`config.mk`:
```
export PLATFORM = sky130hd
export DESIGN_NAME = wiper_stepper
export DESIGN_NICKNAME = d
export VERILOG_FILES = /design/src/rtl/wstep_pkg.sv /design/src/rtl/wstep_edge.sv /design/src/rtl/wstep_ctrl.sv /design/src/rtl/wstep_apply.sv /design/src/rtl/wiper_stepper.sv
export SDC_FILE = /design/constraint.sdc
export NUM_CORES = 1
export LEC_CHECK = 0
export BUFFER_PORTS_ARGS = -buffer_cell sky130_fd_sc_hd__buf_2
export CAP_MARGIN = 0
export CORE_UTILIZATION = 50
export DETAILED_ROUTE_END_ITERATION = 8
export PLACE_DENSITY = 0.88
export RECOVER_POWER = 100
export REMOVE_ABC_BUFFERS = 1
export SLEW_MARGIN = 25
export SYNTH_ARGS = -nofsm -noshare
export SYNTH_HDL_FRONTEND = slang
export SYNTH_SLANG_ARGS = --single-unit
```
`constraint.sdc`:
```
create_clock -name clk -period 3.65 [get_ports clk]
set_clock_uncertainty 0.15 [all_clocks]
set_input_delay 0.9125 -clock clk [delete_from_list [all_inputs] [get_ports clk]]
set_output_delay 0.9125 -clock clk [all_outputs]
set_load 0.01 [all_outputs]
```
`src/rtl/wstep_pkg.sv`:
```
package wstep_pkg;
  typedef enum logic [1:0] {
    WS_IDLE  = 2'd0,
    WS_ARMED = 2'd1,
    WS_PULSE = 2'd2
  } ws_state_t;
endpackage

```
`src/rtl/wstep_edge.sv`:
```
module wstep_edge (
  input  logic clk,
  input  logic rst_n,
  input  logic scl,
  output logic rise,
  output logic fall
);
  logic scl_q;

  always_ff @(posedge clk) begin
    if (!rst_n) scl_q <= 1'b1;
    else        scl_q <= scl;
  end

  assign rise = scl & ~scl_q;
  assign fall = ~scl & scl_q;
endmodule

```
`src/rtl/wstep_ctrl.sv`:
```
module wstep_ctrl
  import wstep_pkg::*;
#(
  parameter int SEL_W = 2
) (
  input  logic             clk,
  input  logic             rst_n,
  input  logic             rise,
  input  logic             fall,
  input  logic             sda,
  input  logic             bus_cond,
  input  logic             arm,
  input  logic [SEL_W-1:0] pot_sel,
  output logic [SEL_W-1:0] pot_q,
  output logic             dir_up,
  output logic             commit,
  output logic             active
);
  ws_state_t state, state_nx;

  always_comb begin
    state_nx = state;
    if (bus_cond) begin
      state_nx = WS_IDLE;
    end else begin
      unique case (state)
        WS_IDLE:  if (arm)  state_nx = WS_ARMED;
        WS_ARMED: if (rise) state_nx = WS_PULSE;
        WS_PULSE: if (fall) state_nx = WS_ARMED;
        default:            state_nx = WS_IDLE;
      endcase
    end
  end

  always_ff @(posedge clk) begin
    if (!rst_n) begin
      state  <= WS_IDLE;
      pot_q  <= '0;
      dir_up <= 1'b0;
    end else begin
      state <= state_nx;
      if (state == WS_IDLE && arm && !bus_cond) pot_q <= pot_sel;
      if (state == WS_ARMED && rise && !bus_cond) dir_up <= sda;
    end
  end

  assign commit = (state == WS_PULSE) && fall && !bus_cond;
  assign active = (state != WS_IDLE);
endmodule

```
`src/rtl/wstep_apply.sv`:
```
module wstep_apply #(
  parameter int DW = 8
) (
  input  logic          clk,
  input  logic          rst_n,
  input  logic          commit,
  input  logic          dir_up,
  input  logic [DW-1:0] rd_data,
  output logic          we,
  output logic [DW-1:0] wdata
);
  localparam logic [DW-1:0] TOP = {DW{1'b1}};
  localparam logic [DW-1:0] BOT = '0;

  function automatic logic [DW-1:0] sat_step(input logic [DW-1:0] cur,
                                             input logic up);
    if (up) return (cur == TOP) ? TOP : cur + 1'b1;
    else    return (cur == BOT) ? BOT : cur - 1'b1;
  endfunction

  always_ff @(posedge clk) begin
    if (!rst_n) begin
      we    <= 1'b0;
      wdata <= '0;
    end else begin
      we <= commit;
      if (commit) wdata <= sat_step(rd_data, dir_up);
    end
  end
endmodule

```
`src/rtl/wiper_stepper.sv`:
```
module wiper_stepper #(
  parameter int DW    = 8,
  parameter int SEL_W = 2
) (
  input  logic             clk,
  input  logic             rst_n,
  input  logic             scl,
  input  logic             sda,
  input  logic             start_det,
  input  logic             stop_det,
  input  logic             arm,
  input  logic [SEL_W-1:0] pot_sel,
  input  logic [DW-1:0]    wcr_rdata,
  output logic [SEL_W-1:0] wcr_idx,
  output logic             wcr_we,
  output logic [DW-1:0]    wcr_wdata,
  output logic             step_mode
);
  logic scl_rise, scl_fall, bus_cond, step_up, commit_req;

  assign bus_cond = start_det | stop_det;

  wstep_edge u_edge (
    .clk  (clk),
    .rst_n(rst_n),
    .scl  (scl),
    .rise (scl_rise),
    .fall (scl_fall)
  );

  wstep_ctrl #(.SEL_W(SEL_W)) u_ctrl (
    .clk     (clk),
    .rst_n   (rst_n),
    .rise    (scl_rise),
    .fall    (scl_fall),
    .sda     (sda),
    .bus_cond(bus_cond),
    .arm     (arm),
    .pot_sel (pot_sel),
    .pot_q   (wcr_idx),
    .dir_up  (step_up),
    .commit  (commit_req),
    .active  (step_mode)
  );

  wstep_apply #(.DW(DW)) u_apply (
    .clk    (clk),
    .rst_n  (rst_n),
    .commit (commit_req),
    .dir_up (step_up),
    .rd_data(wcr_rdata),
    .we     (wcr_we),
    .wdata  (wcr_wdata)
  );
endmodule

```
# == Word level (Yosys, flattened, before mapping) ==
# Index checks and enable logic that the tools add are counted.
# Widths: inputs -> output; s select.
# word_totals
input_bits,17
word_cells,39
register_bits,15
# op_classes
reduce_logical,12
eq_ne,6
n_addsub,2
n_mux,7
bitwise,6
# op_table
op,n
$mux 8,3
$add 8x1->8 const B,1
$eq 8x8->1 const B,1
$logic_not 8->1,1
$sub 8x1->8 const B,1
$logic_and 1x1->1,6
$mux 2,3
$pmux 2 s3,1
$ne 2x1->1 const B,2
$not 1->1,3
$reduce_and 3->1,1
$and 1x1->1,2
$eq 2x1->1 const B,1
$eq 2x2->1 const B,1
$logic_not 2->1,1
$ne 2x2->1 const B,1
$reduce_bool 2->1,1
$reduce_or 2->1,1
$logic_not 1->1,1
$or 1x1->1,1

# == Depth between registers and ports, before layout ==
# Gate-level depths: netlist (run 1).
# logic_depth
ltp_word,4
ltp_mapped,7
mapped_depth_nobuf,7

# == Hierarchy ==
# Synthesis (run 1) repeated with hierarchy kept, for this count alone.
# unflattened
hier_cells,117
area_unflattened_um2,982.2
# by_module_without_submodules
mod,area_each_um2,instances,seq_area_each_um2,cells_per_inst
wstep_apply,680.7,1,180.2,86
wstep_ctrl,256.5,1,100.1,26
wstep_edge,38.8,1,20.0,4
wiper_stepper,6.3,1,0.0,1

# == Worst setup path before layout (run 1) ==
# OpenSTA, ideal clock, no wires.
# synth_timing
kind,in2reg
start,input port wcr_rdata[2]
end,register u_apply.wdata[5]
stages,6
slack_ns,1.343
arrival_ns,2.070
required_time_ns,3.413
path_cell_list,buf_6 or4_4 nor2_4 xnor2_1 o32a_1 o31ai_1
# synth_between
elab_chain_cells,3
word_cells_on_any_way,7
cone_classes,add/sub: 2; eq/ne: 1; mux: 3; reduce/logical: 1
# synth_lines
item,line,rtl
"start, declared",wiper_stepper.sv:13,"input logic [DW-1:0] wcr_rdata,"
$sub 8x1->8 (tied with other cells),wstep_apply.sv:18,else return (cur == BOT) ? BOT : cur - 1'b1;
"$mux 8, on equally long branches","wstep_apply.sv:18, wstep_apply.sv:17",
$mux 8 (*),wstep_apply.sv:17,if (up) return (cur == TOP) ? TOP : cur + 1'b1;
"end signal, assigned",wstep_apply.sv:27,"if (commit) wdata <= sat_step(rd_data, dir_up);"
"end, declared",wstep_apply.sv:10,output logic [DW-1:0] wdata
# Every way passes the cells marked *; elsewhere a longest branch is shown, timed or not.
# A chain may end at the register's enable or synchronous reset.

# == Worst setup path in the final report (run 1) ==
# layout_timing
start,input port scl
end,register u_apply.wdata[5]
# layout_between
elab_chain_cells,4
# layout_lines
item,line,rtl
"start, declared",wiper_stepper.sv:7,"input logic scl,"
$not 1->1,wstep_edge.sv:16,assign fall = ~scl & scl_q;
$and 1x1->1,wstep_edge.sv:16,
$logic_and 1x1->1 (2 in series),wstep_ctrl.sv:47,assign commit = (state == WS_PULSE) && fall && !bus_cond;
# No other way between the ends.

==> impl_metrics.csv, run 1 <==
group,metric,value,unit
floorplanning,chipHeight,45.98,um
clocking,hold_buffers,0,
synthesis,synth_fa_ha_area_frac,0.03881,
timing,slew_viol_final,0,
clocking,cts_tree,"done",
worst_setup_path,cp_cell_sequence,"clkbuf_1 -> nand4bb_1 -> nor3_1 -> clkbuf_1 -> nand2_1 -> o32a_1 -> o31ai_1",
synthesis,synth_top_family_by_area,"simple AND/OR/NAND/NOR gates",
clocking,cts_sinks,15,
place,place_congestion,0.8792,
place,numPortBuffers,28,
timing,hold_viol,0,
synthesis,synthTopCellsByArea,"dfxtp_1, a21oi_1, o21ai_0",
pwr,power_density,278.2,mW/mm2
finish,final_cell_mix,"clkbuf_1, dfxtp_1, nand2_1, buf_2, a21oi_1",
synthesis,synth_top_cell_by_area,"dfxtp_1",
timing,max_slew.worst_pin.slew,575.0,ps
synthesis,ys_ff_latch,15,
pwr,p_leak,0.4394,nW
pwr,switching_share,0.2574,
min_path,holdPathEnd,"u_apply.wdata[7]$_SDFFE_PN0P_",
synthesis,synth_edf_count,0,
pwr,peakVddDrop,0.1935,mV
grt,grt_first_pass_wirelength,3394,um
finish,multi_input_area,605.6,um2
synthesis,syn_avg_cell_area,7.863,um2
worst_setup_path,cp-start-kind,"input port",
clocking,htreeDepth,1,
detailed_routing,avgViaCountPerCell,5.740,
pwr,power_frac_comb,0.162,
run_status,status,"complete, no violations",
clocking,ctsResizeCount,0,
worst_setup_path,regToRegEndpoint,"u_apply.wdata[5]$_SDFFE_PN0P_",
timing,relSlewSlack,0.6166,
worst_setup_path,rr_startpoint,"u_ctrl.state[1]$_SDFFE_PP0P_",
finish,nets,169,
finish,seq_area,300.3,um2
finish,fill_cells,181,
clocking,post_cts_buffers,0,
clocking,clk_latency,270,ps
floorplanning,initial_core_util,0.5482,
timing,fmax,0.4155,GHz
synthesis,synthSimpleGateAreaFrac,0.2859,
timing,min_period_over_period,0.6594,
synthesis,synth_xor_area_frac,0.04528,
clocking,cts_root_buffer,"clkbuf_4",
pwr,p_clk_frac,0.298,
clocking,cts_buffers,3,
synthesis,yosys_warnings,0,
job,drv_cap,0,
finish,final_common_cell,"clkbuf_1",
worst_setup_path,cp_data_required_time,3690,ps
worst_setup_path,cp.depth,7,
clocking,clockBufferDepth,2,
place,placed_area,0.001104,mm2
worst_setup_path,crit_arrival,2450,ps
detailed_routing,antenna_left,0,
synthesis,ys_async_sr_fraction,0,
worst_setup_path,end_kind,"flop",
detailed_routing,wire_per_inst,12.66,um
floorplanning,core_area,0.001764,mm2
worst_setup_path,cpPeakStageDelay,480,ps
timing,setup_tns,0,ps
place,dp_hpwl,1585,um
detailed_routing,vias,993,
detailed_routing,routed_wl,2191,um
detailed_routing,dr.pass1.iters,4,
grt,grt_remaining_overflow,0,
pwr,internal_power,0.2288,mW
floorplanning,die-width,45.98,um
floorplanning,fp-row-count,15,
pwr,power_switching,0.07930,mW
worst_setup_path,crit_fanout,15,
worst_setup_path,crit_top_cell,"clkbuf_1",
worst_setup_path,path_buf_inv,2,
timing,rsz0062_at_grt,"false",
finish,diodes,0,
synthesis,ys_seq_area_frac,0.3105,
worst_setup_path,slowest_stage,"clkbuf_1",
detailed_routing,route.detailed.drc,0,
finish,syn_to_final_growth,14.49,%
detailed_routing,first_iter_violations,17,
grt,first_global_vias,801,
min_path,hold_class,"reg2reg",
worst_setup_path,r2r_slack,1630,ps
worst_setup_path,critical-path-top-delay-family,"simple AND/OR/NAND/NOR gates",
synthesis,yosys.area.top_type_share,0.3105,
clocking,cts.clk_slew.worst_paths,80,ps
finish,final_cell_area,0.001107,mm2
synthesis,synth_cells,123,
timing,report.final.setup_viol,0,
grt,antenna_found_initial,0,
floorplanning,io_pins,29,
timing,period_minus_slack,2407,ps
min_path,hold_start,"u_apply.wdata[7]$_SDFFE_PN0P_",
synthesis,ys.flop_type,"dfxtp_1",
synthesis,synth_cell_types,41,
floorplanning,dieArea,0.002114,mm2
grt,grt_start_max_net_pins,16,
pwr,seqPwrFrac,0.540,
min_path,hold_depth,2,
finish,drive_above_1_share,0.1554,
synthesis,synth_area,967.2,um2
worst_setup_path,critPathKind,"in2reg",
grt,track_usage,0.2231,
synthesis,synth.mux.area_fraction,0.03234,
synthesis,synth_compound_area_frac,0.2238,
worst_setup_path,r2r_cells,6,
-- sequential cells by signal, summed over array words and instances, names as in the netlist --
signal	cells
u_apply.wdata	8
u_apply.we	1
u_ctrl.dir_up	1
u_ctrl.pot_q	2
u_ctrl.state	2
u_edge.scl_q	1
-- cells by family (layout without fill, tap and decap cells) --
logic type / count (synthesis) / count (layout)
AND/OR/NAND/NOR: 48 / 48
buffers and inverters: 13 / 38
AO/OA/AOI/OAI: 36 / 36
flip-flops: 15 / 15
multiplexers: 3 / 3
XOR/XNOR: 5 / 5
adder cells (fa/ha/maj): 3 / 3
-- power by group through the flow --
stage / clock network (mW) / logic [mW] / registers, mW
3_3_place_gp: 0 / 0.0478 / 0.170
6_report: 0.0917 / 0.0500 / 0.166
4_1_cts: 0.0949 / 0.0500 / 0.166
5_1_grt: 0.101 / 0.0555 / 0.167
2_1_floorplan: 0 / 0.0247 / 0.170
3_5_place_dp: 0 / 0.0497 / 0.170
-- metrics by stage --
stage / worst slack, ps / total power, mW / hold WS [ps] / util / std cells
final: 1243 / 0.3081 / 333.5 / 0.6277 / 173
after global routing: 1009 / 0.3237 / 362.4 / 0.6277 / 173
after CTS: 1494 / 0.3113 / 327.9 / 0.6404 / 173
after detailed placement: 1194 / 0.2200 / 316.2 / 0.6255 / 169
after global placement: 1229 / 0.2179 / 318.3 / 0.6255 / 169
after floorplan: 1071 / 0.1951 / 341.1 / - / 115
-- worst min-delay path: cells and delay by family, from the launching register on --
kind / cells / cell delay [ps]
AND/OR/NAND/NOR: 1 / 50
AO/OA/AOI/OAI: 1 / 70
flip-flops: 1 / 320
-- worst max path at each step --
stage,end,slack [ps],startpoint
after floorplan,u_apply.wdata[5]$_SDFFE_PN0P_,1070,scl
after global placement,u_apply.wdata[7]$_SDFFE_PN0P_,1230,wcr_rdata[0]
after detailed placement,u_apply.wdata[7]$_SDFFE_PN0P_,1190,wcr_rdata[0]
after CTS,u_apply.wdata[7]$_SDFFE_PN0P_,1490,wcr_rdata[0]
after global routing,u_apply.wdata[5]$_SDFFE_PN0P_,1010,scl
final,u_apply.wdata[5]$_SDFFE_PN0P_,1240,scl
-- routing by layer --
| layer | GRT usage | vias to the layer above | routed length [um] |
|---|---|---|---|
| met1 | 0.2740 | 467 | 961 |
| met2 | 0.3634 | 33 | 1063 |
| met3 | 0.07143 | 4 | 133 |
| met4 | 0.07647 | 0 | 32 |
| li1 | - | 489 | - |
| met5 | 0 | - | 0 |
-- layout make-up --
| class | instances | share of cell area |
|---|---|---|
| Sequential cell | 15 | 0.2712 |
| Clock buffer | 4 | 0.02373 |
| Tap cell | 25 | 0.02825 |
| Multi-Input combinational cell | 95 | 0.5469 |
| Inverter | 5 | 0.01695 |
| Timing Repair Buffer | 29 | 0.1130 |
-- synth_stat cells, types with 2 or more instances --
library cell,number
a21oi_1,12
clkbuf_1,5
nand2_1,13
nor3b_1,2
ha_1,3
xor2_1,2
nand4_1,2
nor2_1,8
mux2i_1,2
nor2b_1,3
o31ai_1,2
nand2b_1,3
xnor2_1,3
o21ai_0,10
inv_1,5
nor3_1,2
and4_2,2
nand3_1,5
dfxtp_1,15
a31oi_1,3
No activity file was read; power rests on OpenSTA's default activity.
==> inputs of run 2 (changes only) <==
--- a/config.mk
+++ b/config.mk
@@ -5,11 +5,12 @@
 export SDC_FILE = /design/constraint.sdc
 export NUM_CORES = 1
 export LEC_CHECK = 0
+export ABC_AREA = 1
 export BUFFER_PORTS_ARGS = -buffer_cell sky130_fd_sc_hd__buf_2
 export CAP_MARGIN = 0
 export CORE_UTILIZATION = 50
 export DETAILED_ROUTE_END_ITERATION = 8
-export PLACE_DENSITY = 0.88
+export PLACE_DENSITY = 0.87
 export RECOVER_POWER = 100
 export REMOVE_ABC_BUFFERS = 1
 export SLEW_MARGIN = 25
==> constraint.sdc (replaced) <==
create_clock -name clk -period 2.35 [get_ports clk]
set_clock_uncertainty 0.15 [all_clocks]
set_input_delay 0.5875 -clock clk [delete_from_list [all_inputs] [get_ports clk]]
set_output_delay 0.5875 -clock clk [all_outputs]
set_load 0.01 [all_outputs]
==> run 2 against run 1 <==
Net effect:
- core utilization up 1.4 points
- first-iteration DRC count grew 18%
- setup slack lost 790 ps
- clock power grew 55%
- sequential power is 57% higher
- combinational power up 56%
- largest power group unchanged
- critical endpoint is now u_apply.wdata[1]$_SDFFE_PN0P_
- power up 56%
==> impl_metrics.csv, run 2 <==
group,metric,value,unit
synthesis,synth_top_cell_by_area,"dfxtp_1",
timing,min_period_over_period,0.8069,
worst_setup_path,cp-startpoint,"stop_det",
timing,report.final.setup_viol,0,
timing,slew_viol_final,0,
worst_setup_path,end_kind,"flop",
timing,period_minus_slack,1896,ps
floorplanning,fp-row-count,15,
clocking,cts_tree,"done",
worst_setup_path,cp_data_required_time,2370,ps
finish,seq_area,300.3,um2
worst_setup_path,cp-start-kind,"input port",
clocking,cts_root_buffer,"clkbuf_4",
pwr,peakVddDrop,0.4336,mV
synthesis,yosys.area.top_type_share,0.2941,
min_path,hold_depth,2,
floorplanning,die-width,47.19,um
detailed_routing,first_iter_violations,20,
detailed_routing,vias,1126,
timing,relSlewSlack,0.6513,
floorplanning,core_area,0.001821,mm2
finish,top_register,"u_apply.wdata",
synthesis,synth_cell_types,19,
finish,final_cell_area,0.001169,mm2
detailed_routing,antenna_left,0,
detailed_routing,dr.pass1.iters,4,
synthesis,synth_common_cells,"nand2_1, nor2_1, inv_1, o21ai_0, dfxtp_1",
place,placed_area,0.001162,mm2
min_path,hold_class,"reg2reg",
synthesis,synthTopCellsByArea,"dfxtp_1, nand2_1, nor2_1",
detailed_routing,route.detailed.drc,0,
clocking,hold_buffers,0,
synthesis,synth_top_family_by_area,"simple AND/OR/NAND/NOR gates",
worst_setup_path,rr_startpoint,"u_ctrl.state[1]$_SDFFE_PP0P_",
worst_setup_path,crit_fanout,12,
pwr,p_leak,0.5808,nW
worst_setup_path,r2r_cells,9,
place,numPortBuffers,28,
place,place_congestion,0.9197,
synthesis,ys_seq_area_frac,0.2941,
timing,hold_viol,0,
finish,syn_to_final_growth,14.46,%
finish,diodes,0,
detailed_routing,avgViaCountPerCell,5.118,
detailed_routing,wire_per_inst,10.67,um
grt,first_global_vias,934,
timing,setup_tns,0,ps
clocking,post_cts_buffers,0,
grt,grt_start_max_net_pins,16,
synthesis,synth_xor_area_frac,0.03431,
grt,grt_remaining_overflow,0,
finish,multi_input_area,588.1,um2
finish,final_cell_mix,"nand2_1, nor2_1, inv_1, o21ai_0",
run_status,status,"complete, no violations",
timing,max_slew.worst_pin.slew,523.1,ps
synthesis,synth_fa_ha_area_frac,0.03676,
synthesis,yosysMostFrequentCell,"nand2_1",
pwr,power_density,410.0,mW/mm2
floorplanning,chipHeight,47.19,um
finish,nets,216,
clocking,clockBufferDepth,2,
synthesis,synth.mux.area_fraction,0,
synthesis,synth_cells,166,
synthesis,syn_avg_cell_area,6.150,um2
grt,track_usage,0.2329,
finish,final_common_cell,"nand2_1",
min_path,hold_start,"u_ctrl.pot_q[1]$_SDFFE_PN0P_",
finish,drive_above_1_share,0.1282,
floorplanning,io_pins,29,
timing,rsz0062_at_grt,"false",
floorplanning,initial_core_util,0.5608,
synthesis,synthSimpleGateAreaFrac,0.3750,
finish,reg.largest.list,"u_apply.wdata: 8 flops, u_ctrl.pot_q: 2 flops, u_ctrl.state: 2 flops",
synthesis,synth_compound_area_frac,0.1348,
synthesis,ys_async_sr_fraction,0,
worst_setup_path,critPathKind,"in2reg",
place,dp_hpwl,1879,um
finish,fill_cells,182,
synthesis,synth_area,0.001021,mm2
grt,grt_first_pass_wirelength,3705,um
synthesis,yosys_warnings,0,
clocking,cts_sinks,15,
clocking,clk_latency,280,ps
timing,setup_ws,453.7,ps
job,drv_cap,0,
timing,fmax,0.5273,GHz
place,post-place-ws,390.4,ps
pwr,finalPower,0.4791,mW
synthesis,ys.flop_type,"dfxtp_1",
clocking,htreeDepth,1,
finish,largest_reg_flops,8,
synthesis,ys_ff_latch,15,
worst_setup_path,crit_arrival,1920,ps
synthesis,synth_edf_count,0,
clocking,cts.clk_slew.worst_paths,80,ps
floorplanning,dieArea,0.002227,mm2
clocking,ctsResizeCount,0,
detailed_routing,routed_wl,2348,um
clocking,cts_buffers,3,
grt,antenna_found_initial,0,
run 2: worst max-delay path: stages:
cell     delay [ps]
buf_2           100
nor2_1          270
nand4_1         210
inv_1           310
nand2_1         150
inv_1           110
nand2_1          50
nor2_1           90
nor2_1           40
run 2: per-stage QoR:
stage	cells	hold slack [ps]	util
3_5_place_dp	216	285.4	0.6385
3_3_place_gp	216	277.7	0.6385
2_1_floorplan	163	317.1	-
4_1_cts	220	297.8	0.6536
6_report	220	301.2	0.6419
5_1_grt	220	337.8	0.6419
run 2: path summary, 6_finish.rpt:
| kind | end | slack (ps) |
|---|---|---|
| max | u_apply.wdata[1]$_SDFFE_PN0P_ | 450 |
| min | u_ctrl.pot_q[1]$_SDFFE_PN0P_ | 300 |
| max reg2reg | u_apply.wdata[1]$_SDFFE_PN0P_ | 660 |
| min reg2reg | u_ctrl.pot_q[1]$_SDFFE_PN0P_ | 300 |
run 2: logic make-up (layout without fill, tap and decap cells):
kind of cell / after synthesis / count (layout)
AND/OR/NAND/NOR: 88 / 88
buffers and inverters: 29 / 58
AO/OA/AOI/OAI: 27 / 27
flip-flops: 15 / 15
XOR/XNOR: 4 / 4
adder cells (fa/ha/maj): 3 / 3
run 2: power by group:
part	switching, mW	total [mW]	internal (mW)
logic	0.0505	0.0778	0.0273
clock network	0.0784	0.142	0.0632
registers	0.00238	0.260	0.257
total	0.131	0.479	0.348
run 2: routing by layer:
| metal | global-route usage | routed length [um] |
|---|---|---|
| met4 | 0.06286 | 33 |
| met3 | 0.06923 | 156 |
| met1 | 0.2913 | 1025 |
| met2 | 0.3889 | 1133 |
| met5 | 0 | 0 |
run 2: area by class of cell:
type,instances,share of cell area
clock buffer,3,0.01927
clock inverter,1,0.004283
inverter,26,0.08351
multi-input combinational,122,0.5032
sequential,15,0.2570
tap,25,0.02677
timing repair buffer,28,0.1060
